--- config.mk ---
export PLATFORM = sky130hd
export DESIGN_NAME = cfg_access_engine
export DESIGN_NICKNAME = d
export VERILOG_FILES = /design/src/rtl/cfg_access_pkg.sv /design/src/rtl/cfg_addr_gen.sv /design/src/rtl/cfg_lane_unit.sv /design/src/rtl/cfg_seq.sv /design/src/rtl/cfg_access_engine.sv
export SDC_FILE = /design/constraint.sdc
export NUM_CORES = 1
export LEC_CHECK = 0
export ABC_AREA = 1
export BUFFER_PORTS_ARGS = -buffer_cell sky130_fd_sc_hd__buf_2
export CORE_ASPECT_RATIO = 1.25
export CORE_MARGIN = 8
export CORE_UTILIZATION = 48
export DETAILED_ROUTE_END_ITERATION = 8
export PLACE_DENSITY_LB_ADDON = 0.08
export SYNTH_ARGS = -nofsm -noshare
export SYNTH_HDL_FRONTEND = slang
export SYNTH_SLANG_ARGS = --single-unit
--- constraint.sdc ---
create_clock -name clk -period 1.6 [get_ports clk]
set_input_delay 0.16 -clock clk [delete_from_list [all_inputs] [get_ports clk]]
set_output_delay 0.16 -clock clk [all_outputs]
set_load 0.005 [all_outputs]
--- src/rtl/cfg_access_pkg.sv ---
package cfg_access_pkg;
  typedef enum logic [1:0] {
    ST_IDLE  = 2'd0,
    ST_CHECK = 2'd1,
    ST_RD    = 2'd2,
    ST_WR    = 2'd3
  } cfg_state_t;

  localparam logic [2:0] SZ_BYTE = 3'd1;
  localparam logic [2:0] SZ_HALF = 3'd2;
  localparam logic [2:0] SZ_WORD = 3'd4;
endpackage

--- src/rtl/cfg_addr_gen.sv ---
module cfg_addr_gen #(
  parameter int DW        = 32,
  parameter int BUS_W     = 8,
  parameter int DEV_W     = 5,
  parameter int FN_W      = 3,
  parameter int OFF_W     = 8,
  parameter int SEL_SHIFT = 16,
  parameter int SLOT_MAX  = 16,
  parameter logic [DW-1:0] CFG_BASE = 32'h0C00_0000,
  parameter logic [DW-1:0] WIN_MASK = 32'hFC00_0000,
  parameter logic [DW-1:0] WIN_T0   = 32'h0000_0002,
  parameter logic [DW-1:0] WIN_T1   = 32'h0000_0003
) (
  input  logic [BUS_W-1:0] bus,
  input  logic [DEV_W-1:0] dev,
  input  logic [FN_W-1:0]  func,
  input  logic [OFF_W-1:0] off,
  input  logic             cardbus,
  output logic [DW-1:0]    addr,
  output logic [DW-1:0]    win,
  output logic             tgt_ok
);
  localparam int BUS_SH = 16;
  localparam int DEV_SH = 11;
  localparam int FN_SH  = 8;
  localparam logic [DEV_W:0] SLOT_LIM = (DEV_W+1)'(SLOT_MAX);
  localparam logic [DW-1:0]  DW_ALIGN = ~DW'(3);

  logic          is_t0;
  logic [DW-1:0] sel_bit;
  logic [DW-1:0] low_part;

  always_comb begin
    is_t0    = (bus == '0);
    sel_bit  = DW'(1) << (DW'(SEL_SHIFT) + DW'(dev));
    low_part = (DW'(func) << FN_SH) | (DW'(off) & DW_ALIGN);
    if (is_t0) begin
      win  = WIN_T0 | (sel_bit & WIN_MASK);
      addr = CFG_BASE | (sel_bit & ~WIN_MASK) | low_part;
    end else begin
      win  = WIN_T1;
      addr = CFG_BASE | (DW'(bus) << BUS_SH) | (DW'(dev) << DEV_SH) | low_part;
    end
    tgt_ok = !(cardbus && (dev != '0)) && !(is_t0 && ({1'b0, dev} >= SLOT_LIM));
  end
endmodule

--- src/rtl/cfg_lane_unit.sv ---
module cfg_lane_unit #(
  parameter int DW = 32
) (
  input  logic [DW-1:0]           rd_dword,
  input  logic [$clog2(DW/8)-1:0] lane,
  input  logic [2:0]              size,
  input  logic [DW-1:0]           wdata,
  output logic                    size_ok,
  output logic [DW-1:0]           rd_aligned,
  output logic [DW-1:0]           merged
);
  import cfg_access_pkg::*;

  localparam int SH_W = $clog2(DW);
  localparam logic [DW-1:0] MASK_B = DW'(8'hFF);
  localparam logic [DW-1:0] MASK_H = DW'(16'hFFFF);

  logic [SH_W-1:0] sh;
  logic [DW-1:0]   size_mask;
  logic [DW-1:0]   lane_mask;
  logic [DW-1:0]   rd_shift;

  always_comb begin
    sh = SH_W'({lane, 3'b000});
    unique case (size)
      SZ_BYTE: size_mask = MASK_B;
      SZ_HALF: size_mask = MASK_H;
      default: size_mask = '1;
    endcase
    size_ok    = (size == SZ_BYTE) || (size == SZ_HALF) || (size == SZ_WORD);
    rd_shift   = rd_dword >> sh;
    rd_aligned = rd_shift & size_mask;
    lane_mask  = size_mask << sh;
    merged     = (rd_dword & ~lane_mask) | ((wdata & size_mask) << sh);
  end
endmodule

--- src/rtl/cfg_seq.sv ---
module cfg_seq #(
  parameter int DW    = 32,
  parameter int BUS_W = 8,
  parameter int DEV_W = 5,
  parameter int FN_W  = 3,
  parameter int OFF_W = 8,
  parameter logic [DW-1:0] WIN_RST = '0
) (
  input  logic             clk,
  input  logic             rst,
  input  logic             req_valid,
  output logic             req_ready,
  input  logic             req_write,
  input  logic [BUS_W-1:0] req_bus,
  input  logic [DEV_W-1:0] req_dev,
  input  logic [FN_W-1:0]  req_func,
  input  logic [OFF_W-1:0] req_off,
  input  logic [2:0]       req_size,
  input  logic [DW-1:0]    req_wdata,
  output logic [BUS_W-1:0] q_bus,
  output logic [DEV_W-1:0] q_dev,
  output logic [FN_W-1:0]  q_func,
  output logic [OFF_W-1:0] q_off,
  output logic [2:0]       q_size,
  output logic [DW-1:0]    q_wdata,
  input  logic [DW-1:0]    tgt_addr,
  input  logic [DW-1:0]    tgt_win,
  input  logic             tgt_ok,
  input  logic             size_ok,
  input  logic [DW-1:0]    rd_aligned,
  input  logic [DW-1:0]    merged,
  output logic             busy,
  output logic [DW-1:0]    win_sel,
  output logic             lb_req,
  output logic             lb_we,
  output logic [DW-1:0]    lb_addr,
  output logic [DW-1:0]    lb_wdata,
  input  logic             lb_ack,
  input  logic             lb_abort,
  output logic             rsp_valid,
  output logic             rsp_err,
  output logic [DW-1:0]    rsp_data
);
  import cfg_access_pkg::*;

  cfg_state_t st;
  logic       q_write;

  assign busy      = (st != ST_IDLE);
  assign req_ready = (st == ST_IDLE);

  always_ff @(posedge clk) begin
    if (rst) begin
      st        <= ST_IDLE;
      q_write   <= 1'b0;
      q_bus     <= '0;
      q_dev     <= '0;
      q_func    <= '0;
      q_off     <= '0;
      q_size    <= '0;
      q_wdata   <= '0;
      win_sel   <= WIN_RST;
      lb_req    <= 1'b0;
      lb_we     <= 1'b0;
      lb_addr   <= '0;
      lb_wdata  <= '0;
      rsp_valid <= 1'b0;
      rsp_err   <= 1'b0;
      rsp_data  <= '0;
    end else begin
      rsp_valid <= 1'b0;
      unique case (st)
        ST_IDLE: begin
          if (req_valid) begin
            q_write <= req_write;
            q_bus   <= req_bus;
            q_dev   <= req_dev;
            q_func  <= req_func;
            q_off   <= req_off;
            q_size  <= req_size;
            q_wdata <= req_wdata;
            st      <= ST_CHECK;
          end
        end
        ST_CHECK: begin
          if (!size_ok || !tgt_ok) begin
            rsp_valid <= 1'b1;
            rsp_err   <= 1'b1;
            rsp_data  <= '0;
            st        <= ST_IDLE;
          end else begin
            win_sel <= tgt_win;
            lb_req  <= 1'b1;
            lb_addr <= tgt_addr;
            if (q_write && (q_size == SZ_WORD)) begin
              lb_we    <= 1'b1;
              lb_wdata <= q_wdata;
              st       <= ST_WR;
            end else begin
              lb_we <= 1'b0;
              st    <= ST_RD;
            end
          end
        end
        ST_RD: begin
          if (lb_abort) begin
            lb_req    <= 1'b0;
            rsp_valid <= 1'b1;
            rsp_err   <= 1'b1;
            rsp_data  <= q_write ? '0 : '1;
            st        <= ST_IDLE;
          end else if (lb_ack) begin
            if (q_write) begin
              lb_we    <= 1'b1;
              lb_wdata <= merged;
              st       <= ST_WR;
            end else begin
              lb_req    <= 1'b0;
              rsp_valid <= 1'b1;
              rsp_err   <= 1'b0;
              rsp_data  <= rd_aligned;
              st        <= ST_IDLE;
            end
          end
        end
        ST_WR: begin
          if (lb_abort || lb_ack) begin
            lb_req    <= 1'b0;
            lb_we     <= 1'b0;
            rsp_valid <= 1'b1;
            rsp_err   <= lb_abort;
            rsp_data  <= '0;
            st        <= ST_IDLE;
          end
        end
        default: st <= ST_IDLE;
      endcase
    end
  end


  rsp_pulse_chk: assert property (@(posedge clk) disable iff (rst)
    rsp_valid |=> !rsp_valid);


  accept_busy_chk: assert property (@(posedge clk) disable iff (rst)
    (req_valid && req_ready) |=> busy);


  lb_hold_chk: assert property (@(posedge clk) disable iff (rst)
    (lb_req && !lb_ack && !lb_abort) |=>
      (lb_req && $stable(lb_addr) && $stable(lb_we) && $stable(lb_wdata)));


  rmw_abort_chk: assert property (@(posedge clk) disable iff (rst)
    (lb_req && !lb_we && lb_abort) |=> !lb_req);


  rd_abort_chk: assert property (@(posedge clk) disable iff (rst)
    (st == ST_RD && lb_abort && !q_write) |=>
      (rsp_valid && rsp_err && rsp_data == '1));


  lb_idle_chk: assert property (@(posedge clk) disable iff (rst)
    lb_req |-> busy);
endmodule

--- src/rtl/cfg_access_engine.sv ---
module cfg_access_engine #(
  parameter int DW        = 32,
  parameter int BUS_W     = 8,
  parameter int DEV_W     = 5,
  parameter int FN_W      = 3,
  parameter int OFF_W     = 8,
  parameter int SEL_SHIFT = 16,
  parameter int SLOT_MAX  = 16,
  parameter logic [DW-1:0] CFG_BASE = 32'h0C00_0000,
  parameter logic [DW-1:0] WIN_MASK = 32'hFC00_0000,
  parameter logic [DW-1:0] WIN_T0   = 32'h0000_0002,
  parameter logic [DW-1:0] WIN_T1   = 32'h0000_0003,
  parameter logic [DW-1:0] WIN_RST  = 32'h0000_0000
) (
  input  logic             clk,
  input  logic             rst,
  input  logic             cardbus_mode,
  input  logic             req_valid,
  output logic             req_ready,
  input  logic             req_write,
  input  logic [BUS_W-1:0] req_bus,
  input  logic [DEV_W-1:0] req_dev,
  input  logic [FN_W-1:0]  req_func,
  input  logic [OFF_W-1:0] req_off,
  input  logic [2:0]       req_size,
  input  logic [DW-1:0]    req_wdata,
  output logic             rsp_valid,
  output logic             rsp_err,
  output logic [DW-1:0]    rsp_data,
  output logic             busy,
  output logic [DW-1:0]    win_sel,
  output logic             lb_req,
  output logic             lb_we,
  output logic [DW-1:0]    lb_addr,
  output logic [DW-1:0]    lb_wdata,
  input  logic [DW-1:0]    lb_rdata,
  input  logic             lb_ack,
  input  logic             lb_abort
);
  localparam int LANE_W = $clog2(DW/8);
  localparam logic [DW-1:0] SEL_FIELD = ((DW'(1) << SLOT_MAX) - DW'(1)) << SEL_SHIFT;

  logic [BUS_W-1:0] q_bus;
  logic [DEV_W-1:0] q_dev;
  logic [FN_W-1:0]  q_func;
  logic [OFF_W-1:0] q_off;
  logic [2:0]       q_size;
  logic [DW-1:0]    q_wdata;
  logic [DW-1:0]    tgt_addr;
  logic [DW-1:0]    tgt_win;
  logic             tgt_ok;
  logic             size_ok;
  logic [DW-1:0]    rd_aligned;
  logic [DW-1:0]    merged;

  cfg_addr_gen #(
    .DW(DW), .BUS_W(BUS_W), .DEV_W(DEV_W), .FN_W(FN_W), .OFF_W(OFF_W),
    .SEL_SHIFT(SEL_SHIFT), .SLOT_MAX(SLOT_MAX), .CFG_BASE(CFG_BASE),
    .WIN_MASK(WIN_MASK), .WIN_T0(WIN_T0), .WIN_T1(WIN_T1)
  ) u_addr (
    .bus(q_bus), .dev(q_dev), .func(q_func), .off(q_off),
    .cardbus(cardbus_mode), .addr(tgt_addr), .win(tgt_win), .tgt_ok(tgt_ok)
  );

  cfg_lane_unit #(.DW(DW)) u_lane (
    .rd_dword(lb_rdata), .lane(q_off[LANE_W-1:0]), .size(q_size),
    .wdata(q_wdata), .size_ok(size_ok), .rd_aligned(rd_aligned), .merged(merged)
  );

  cfg_seq #(
    .DW(DW), .BUS_W(BUS_W), .DEV_W(DEV_W), .FN_W(FN_W), .OFF_W(OFF_W),
    .WIN_RST(WIN_RST)
  ) u_seq (
    .clk(clk), .rst(rst),
    .req_valid(req_valid), .req_ready(req_ready), .req_write(req_write),
    .req_bus(req_bus), .req_dev(req_dev), .req_func(req_func),
    .req_off(req_off), .req_size(req_size), .req_wdata(req_wdata),
    .q_bus(q_bus), .q_dev(q_dev), .q_func(q_func), .q_off(q_off),
    .q_size(q_size), .q_wdata(q_wdata),
    .tgt_addr(tgt_addr), .tgt_win(tgt_win), .tgt_ok(tgt_ok),
    .size_ok(size_ok), .rd_aligned(rd_aligned), .merged(merged),
    .busy(busy), .win_sel(win_sel),
    .lb_req(lb_req), .lb_we(lb_we), .lb_addr(lb_addr), .lb_wdata(lb_wdata),
    .lb_ack(lb_ack), .lb_abort(lb_abort),
    .rsp_valid(rsp_valid), .rsp_err(rsp_err), .rsp_data(rsp_data)
  );


  t0_onehot_chk: assert property (@(posedge clk) disable iff (rst)
    ($rose(lb_req) && ((win_sel & ~WIN_MASK) == WIN_T0)) |->
      ($countones((win_sel & WIN_MASK) | (lb_addr & ~WIN_MASK & SEL_FIELD)) == 1));


  no_dual_done_chk: assert property (@(posedge clk) disable iff (rst)
    (lb_ack || lb_abort) |-> lb_req);
endmodule

==> results of run 1 <==
layout make-up:
| cell class | count | area share (%) |
|---|---|---|
| clock inverter | 13 | 1.25 |
| clock buffer | 18 | 3.71 |
| sequential | 164 | 28.5 |
| timing repair buffer | 367 | 23.2 |
| inverter | 76 | 2.72 |
| tap | 220 | 2.38 |
| multi-input combinational | 906 | 38.2 |
cell usage in the layout, fill, tap and decap left out, types with 25 or more instances in the layout:
master,count
conb_1,28
nand3_1,86
nand2_2,25
nand2_1,236
o21ai_0,115
a21oi_1,107
nor2_1,176
dfxtp_1,155
buf_2,203
dlygate4sd3_1,39
o21ai_1,36
inv_1,62
buf_4,93
per-layer routing:
layer | vias to the layer above | part of all wire [%]
met3 | 70 | 5.9
li1 | 4554 | -
met5 | - | 0
met4 | 0 | 5.2
met1 | 4176 | 37
met2 | 351 | 51
through the flow:
step | cell area [um2] | setup WS [ns]
finish | 11600 | -0.0653
floorplan | 8260 | 0.118
CTS | 11000 | -0.0718
global route | 11600 | -0.156
detailed placement | 9930 | -0.303
global placement | 9930 | -0.265
what timing repair did:
item | 4_1_cts | 5_1_grt
pin swaps | 7 | 29
gates resized for setup | 38 | 123
cloned | 0 | 5
hold buffers | 39 | 0
setup endpoints to repair | 85 | 142
setup buffers | 4 | 12
endpoints found under the hold margin | 39 | 0
registers in the layout, summed over array words and instances (netlist names), 2 cells and up:
register and flops:
u_seq.q_wdata 32, u_seq.q_size 3, u_seq.st 2, u_seq.q_func 3, u_seq.lb_addr 27, u_seq.q_off 8
u_seq.rsp_data 32, u_seq.q_dev 5, u_seq.lb_wdata 32, u_seq.win_sel 7, u_seq.q_bus 8
worst min-delay path by stage:
stage / from / to / slack (ns) / cells past startpoint
CTS: req_wdata[24] / u_seq.q_wdata[24]$_SDFFE_PP0P_ / 0.0004 / 3
global placement: req_bus[7] / u_seq.q_bus[7]$_SDFFE_PP0P_ / 0.38 / 3
finish: req_wdata[24] / u_seq.q_wdata[24]$_SDFFE_PP0P_ / 0.004 / 3
global route: req_wdata[25] / u_seq.q_wdata[25]$_SDFFE_PP0P_ / 0.03 / 3
floorplan: req_bus[4] / u_seq.q_bus[4]$_SDFFE_PP0P_ / 0.29 / 2
detailed placement: req_bus[7] / u_seq.q_bus[7]$_SDFFE_PP0P_ / 0.39 / 3
kinds of logic after synthesis:
kind of cell    count (synthesis)  synth area share [%]
simple gates                  583                  29.8
compound gates                294                  18.7
buf+inv                       188                  11.1
flops                         164                  40.2
mux                             1                 0.138
other cells                     1                0.0460
report_power, final:
part | switching [uW] | internal (uW)
Combinational | 2130 | 1530
Sequential | 257 | 4430
Clock | 1850 | 2190
Total | 4240 | 8150
worst max-delay path, delay by kind of cell, from the launching register on:
family / cells / cell delay (ns)
DFF: 1 / 0.34
and+or+nand+nor: 6 / 0.66
AOI/OAI and AO/OA: 1 / 0.16
buffers and inverters: 3 / 0.41
==> summary.txt, run 1 <==
Route
  – DRT Pass-1 Iters: 6
  – Number of DRC markers in iteration 0: 558
  – Antenna-violating nets left: 0
  – DR DRC count: 0
  – Via count: 9151
  – Routed wire length: 31200 um
  – WL/cell: between 15 and 20 um
  – Vias per cell: 5.19

Timing
  – Fin Hold WS: 0.00414 ns
  – Final number of hold-violating endpoints: 0
  – Slew Limit Fails: 0
  – Tcrit/Tclk final: 104%
  – Sum Neg Setup Slack: -0.408 ns
  – Slew HR: a little over half
  – Slew of the pin with the lowest slew margin: between 0.6 and 0.7 ns
  – Slack of the critical path: -0.0653 ns
  – Tmin final: about 1.7 ns
  – Final setup fails: 16
  – Clock Skews: about 0.011 ns
  – Max Freq: 0.601 GHz
  – RSZ-0062 raised after global routing: true

Placement
  – DP HPWL: roughly 23000 um
  – Gpl congestion: 0.945
  – Dpl cells: roughly 1700
  – IO Port Bufs: about 200

CTS
  – Total CTS buffers: 17
  – Root buffer cell: clkbuf_16
  – Insertion delay to the later sink of the worst-skew pair: about 0.44 ns
  – CTS tree: built
  – Sink Count: roughly 160
  – H-tree levels: 4
  – Clk buf depth: 2
  – Reg clk slew, reported paths: 0.06 ns

Global routing
  – Met3 usage: approximately 5.7%
  – GRT Overall Usage: 27.6%
  – Grt met1 use: between 20 and 30%
  – Largest net degree at the start of global routing: 57
  – Grt met2 use: roughly 50%
  – Vias in the first global route: ~9000
  – Gr ovfl total: 0
  – Initial antenna violation count: 0
  – First-pass GRT wire length: approximately 47000 um
  – Global routing's busiest layer: met2

Finish
  – Layout Cells excl Fill: between 1500 and 2000
  – Util after Layout: between 60% and 70%
  – Post-layout nets: 1630
  – Ant diodes: 0
  – Multi-input gate area: 4430 um2
  – Synth-to-layout area growth: 41.9%
  – Filler cell count: between 1500 and 2000
  – FF+latch area: ~3300 um2
  – Layout cells sized above 1: a little under a third

Floorplanning
  – Row count: between 50 and 60
  – IO Count: about 230
  – Die X: ~130 um
  – Initial Utilization: between 40% and 50%
  – Die Height: roughly 160 um
  – Core Footprint: about 17000 um2
  – Die area: approximately 21000 um2

Run
  – Max-cap viol count: 0

Synth
  – Syn. warnings: 0
  – Syn avg cell area: between 6 and 7 um2
  – Seq/Total Area, Yosys: about two fifths
  – Most common library cells after synthesis: nand2_1, nor2_1, dfxtp_1
  – Synth top area share: between 40% and 50%
  – Post-synth ARST share: 0%
  – Mapped Area: around 8200 um2
  – Most used DFF post-synth: dfxtp_1
  – Area leader, netlist: dfxtp_1
  – Synth Instances: about 1200
  – Post-synth EDFFs: 0
  – Synth Register Bits: roughly 160
  – Synth unique cells: 34
  – Ranking of synthesized cells by area: dfxtp_1, nand2_1, o21ai_0, nor2_1, a21oi_1
  – Most frequent cell after synthesis: nand2_1

Worst setup path
  – Worst-path fanout max: 9
  – RR Endpoint: u_seq.lb_wdata[24]$_SDFFE_PP0P_
  – Slowest Stage Delay on Critical Path: 0.34 ns
  – Critical Path, Cell by Cell: inv_4 -> nand3_4 -> buf_6 -> nor3_4 -> nor2_2 -> nor2_4 -> nand2_8 -> buf_4 -> a21oi_4 -> nor2_1
  – Flop-to-flop setup slack: -0.07 ns
  – Critical Path Start Type: flip-flop
  – Endpoint class of the critical path: flip-flop
  – Slowest CP cell: dfxtp_2
  – Reg2reg path depth: 10
  – Reg2reg start: u_seq.q_size[1]$_SDFFE_PP0P_
  – Worst EP required: 1.93 ns
  – Worst Path Class, Setup: flip-flop to flip-flop
  – Crit. Startpoint: u_seq.q_size[1]$_SDFFE_PP0P_
  – Critical Path End: u_seq.lb_wdata[24]$_SDFFE_PP0P_
  – Critical path arrival: about 2.0 ns

Hold path
  – Hold Path Class: input port to flip-flop

Run status
  – Status: finished, violations left
  – Failing checks: setup timing

Power and ir drop
  – IR drop worst, VDD: 0.828 mV
  – Pwr dens: between 1000 and 1500 nW/um2
  – Power, Total: approximately 12000 uW
  – Static Leak: roughly 0.0054 uW
Power figures use the tool's default switching activity.
==> run 2: changes to the inputs <==
RECOVER_POWER = 100   (was not set)
==> run 2 against run 1 <==
  * First-iteration DRC count fell by 0.90%
  * Sequential power barely moved
  * Fmax rose by 0.47%
  * The flow still finishes with violations (setup timing)
  * Non-clock buffer count did not move
  * Largest cell class unchanged
  * Count of clock-buffer cells in the layout did not move
  * Final cell count did not move
  * Combinational power fell by 2%
  * Critical endpoint is now u_seq.lb_wdata[25]$_SDFFE_PP0P_
  * Sequential share of layout area rose by 0.37 points
  * Register-to-register slack barely moved
  * Global-route usage did not move
  * Critical path depth did not move
  * Wire length fell by 0.21%
==> summary.txt, run 2 (same netlist as run 1, synthesis figures left out) <==
Timing
  – RSZ-0062 raised after global routing: true (unchanged)
  – Tmin final: 1.66 ns (was 1.67 ns)
  – Max Freq: 0.603 GHz (was 0.601 GHz)
  – Slew Limit Fails: 0 (unchanged)
  – Clock Skews: 0.0131 ns (was 0.0105 ns)
  – Tcrit/Tclk final: 104% (about the same)
  – Final setup fails: 14 (was 16)
  – Slack of the critical path: -0.0575 ns (was -0.0653 ns)
  – Slew of the pin with the lowest slew margin: 0.692 ns (was 0.680 ns)
  – Final number of hold-violating endpoints: 0 (unchanged)
  – Slew HR: 53.9% (was 54.7%)

Placement
  – Dpl cells: 1673 (unchanged)
  – Setup WS pre-CTS: -0.303 ns (unchanged)
  – DP HPWL: 23400 um (unchanged)
  – IO Port Bufs: 203 (unchanged)
  – Gpl congestion: 0.945 (unchanged)
  – Dpl cell area: 9930 um2 (unchanged)

Finish
  – Most frequent cells in the layout: nand2_1, nor2_1, dfxtp_1, buf_2, o21ai_0 (was nand2_1, buf_2, nor2_1, dfxtp_1, o21ai_0)
  – Ant diodes: 0 (unchanged)
  – Layout cells sized above 1: 24.9% (was 30.6%)
  – Synth-to-layout area growth: 40.1% (was 41.9%)
  – Filler cell count: 1583 (was 1513)
  – Top Registers: u_seq.lb_wdata (32), u_seq.q_wdata (32), u_seq.rsp_data (32) (unchanged)
  – Commonest non-fill, non-tap cell in the layout: nand2_1 (unchanged)
  – Post-layout nets: 1630 (unchanged)
  – Util after Layout: 68.4% (was 69.3%)
  – Cell area after layout: 11400 um2 (was 11600 um2)
  – Layout Cells excl Fill: 1764 (unchanged)

Route
  – Vias per cell: 5.20 (was 5.19)
  – DR DRC count: 0 (unchanged)
  – Via count: 9164 (was 9151)
  – Number of DRC markers in iteration 0: 553 (was 558)
  – Routed wire length: 31200 um (about the same)
  – Antenna-violating nets left: 0 (unchanged)
  – WL/cell: 17.7 um (about the same)
  – DRT Pass-1 Iters: 5 (was 6)

Hold path
  – Worst Hold Launch: req_wdata[24] (unchanged)
  – Min-Delay Path Depth: 3 (unchanged)
  – Hold Path Class: input port to flip-flop (unchanged)

Worst setup path
  – Crit. Startpoint: u_seq.q_size[1]$_SDFFE_PP0P_ (unchanged)
  – Worst Path Class, Setup: flip-flop to flip-flop (unchanged)
  – Reg2reg start: u_seq.q_size[1]$_SDFFE_PP0P_ (unchanged)
  – Critical path arrival: 1.99 ns (about the same)
  – Worst EP required: 1.93 ns (about the same)
  – Reg2reg path depth: 10 (unchanged)
  – Worst-path fanout max: 9 (unchanged)
  – Critical Path Start Type: flip-flop (unchanged)
  – Endpoint class of the critical path: flip-flop (unchanged)

Global routing
  – First-pass GRT wire length: 47200 um (unchanged)
  – Largest net degree at the start of global routing: 57 (unchanged)
  – Vias in the first global route: 8997 (unchanged)
  – Initial antenna violation count: 0 (unchanged)
  – GRT Overall Usage: 27.6% (unchanged)
  – Gr ovfl total: 0 (unchanged)

Power and ir drop
  – Switching part of the total: 34.3% (was 34.2%)
  – Pwr dens: 1080 nW/um2 (was 1070 nW/um2)
  – Static Leak: 0.00505 uW (was 0.00544 uW)
  – Pint: 8100 uW (was 8150 uW)
  – Comb pwr share: 29.2% (was 29.6%)
  – Clock share of power: 32.7% (was 32.6%)
  – IR drop worst, VDD: 0.829 mV (was 0.828 mV)
  – Seq pwr share: 38.0% (was 37.8%)
  – Sw power: 4230 uW (was 4240 uW)

CTS
  – Root buffer cell: clkbuf_16 (unchanged)
  – Sink Count: 164 (unchanged)
  – Insertion delay to the later sink of the worst-skew pair: 0.44 ns (about the same)
  – H-tree levels: 4 (unchanged)
  – Total CTS buffers: 17 (unchanged)
  – CTS tree: built (unchanged)
  – Reg clk slew, reported paths: 0.07 ns (was 0.06 ns)
  – Clk buf depth: 2 (unchanged)

Floorplanning
  – Row count: 53 (unchanged)
  – Die X: 133 um (unchanged)
  – IO Count: 232 (unchanged)
  – Die area: 21500 um2 (unchanged)
  – Die Height: 162 um (unchanged)
  – Core Footprint: 16700 um2 (unchanged)
  – Initial Utilization: 48.8% (unchanged)

Run status
  – Failing checks: setup timing (unchanged)
  – Status: finished, violations left (unchanged)

Run
  – Max-cap viol count: 0 (unchanged)
[run 2: changes by cell type in the layout (fill, tap and decap cells not counted), moves of 2 or more]
cell      change
buf_4         -2
clkbuf_4      +3
buf_2        -86
clkbuf_1     +87
[run 2: layout make-up]
class                      instances  area [um2]  share of cell area (%)
tap                              220         275                    2.41
inverter                          76         313                    2.74
multi-input combinational        906        4420                    38.7
sequential                       164        3300                    28.9
clock inverter                    13         145                    1.27
clock buffer                      18         429                    3.75
timing repair buffer             367        2550                    22.3
[run 2: power by group through the flow]
stage                     clock, uW  combinational, uW  sequential (uW)
after floorplan                   0               1770             4690
after global placement            0               3080             4730
after detailed placement          0               3100             4730
after CTS                      4080               3250             4650
after global routing           4240               3930             4710
final                          4030               3600             4690
[run 2: layer usage]
| layer | track usage [%] | vias up | wire length, um |
|---|---|---|---|
| met5 | 0 | - | 0 |
| met4 | 16.9 | 0 | 1660 |
| met3 | 5.69 | 78 | 1880 |
| met2 | 50.3 | 361 | 16000 |
| met1 | 28.6 | 4164 | 11600 |
| li1 | - | 4561 | - |
[run 2: per-stage QoR]
stage               total power (uW)  hold WS [ns]  setup TNS [ns]
floorplan                       6460         0.295               0
global placement                7820         0.384           -4.12
detailed placement              7830         0.386           -5.93
CTS                            12000      0.000417           -1.21
global route                   12900        0.0301           -6.40
finish                         12300        0.0129          -0.370
[run 2: worst paths after layout]
path              slack [ns]                         endpoint
hold / removal          0.01   u_seq.q_wdata[24]$_SDFFE_PP0P_
setup reg to reg       -0.06  u_seq.lb_wdata[25]$_SDFFE_PP0P_
hold reg to reg         0.45    u_seq.lb_addr[1]$_SDFFE_PP0P_
setup / recovery       -0.06  u_seq.lb_wdata[25]$_SDFFE_PP0P_
[run 2: worst max-delay path: stages, from the launching register on]
cell     delay (ns)
dfxtp_2        0.34
inv_4          0.09
nand3_4        0.09
buf_6          0.13
nor3_4         0.13
nor2_2         0.07
nor2_4         0.19
nand2_8        0.13
buf_8          0.17
a21oi_4        0.16
nor2_1         0.07
[run 2: what timing repair did]
action                                  in CTS  in global routing
endpoints found under the setup margin      85                142
gates cloned                                 0                  5
hold buffers                                39                  0
pin swaps                                    7                 29
hold endpoints to repair                    39                  0
gates resized for setup                     38                123
buffers inserted                             4                 12
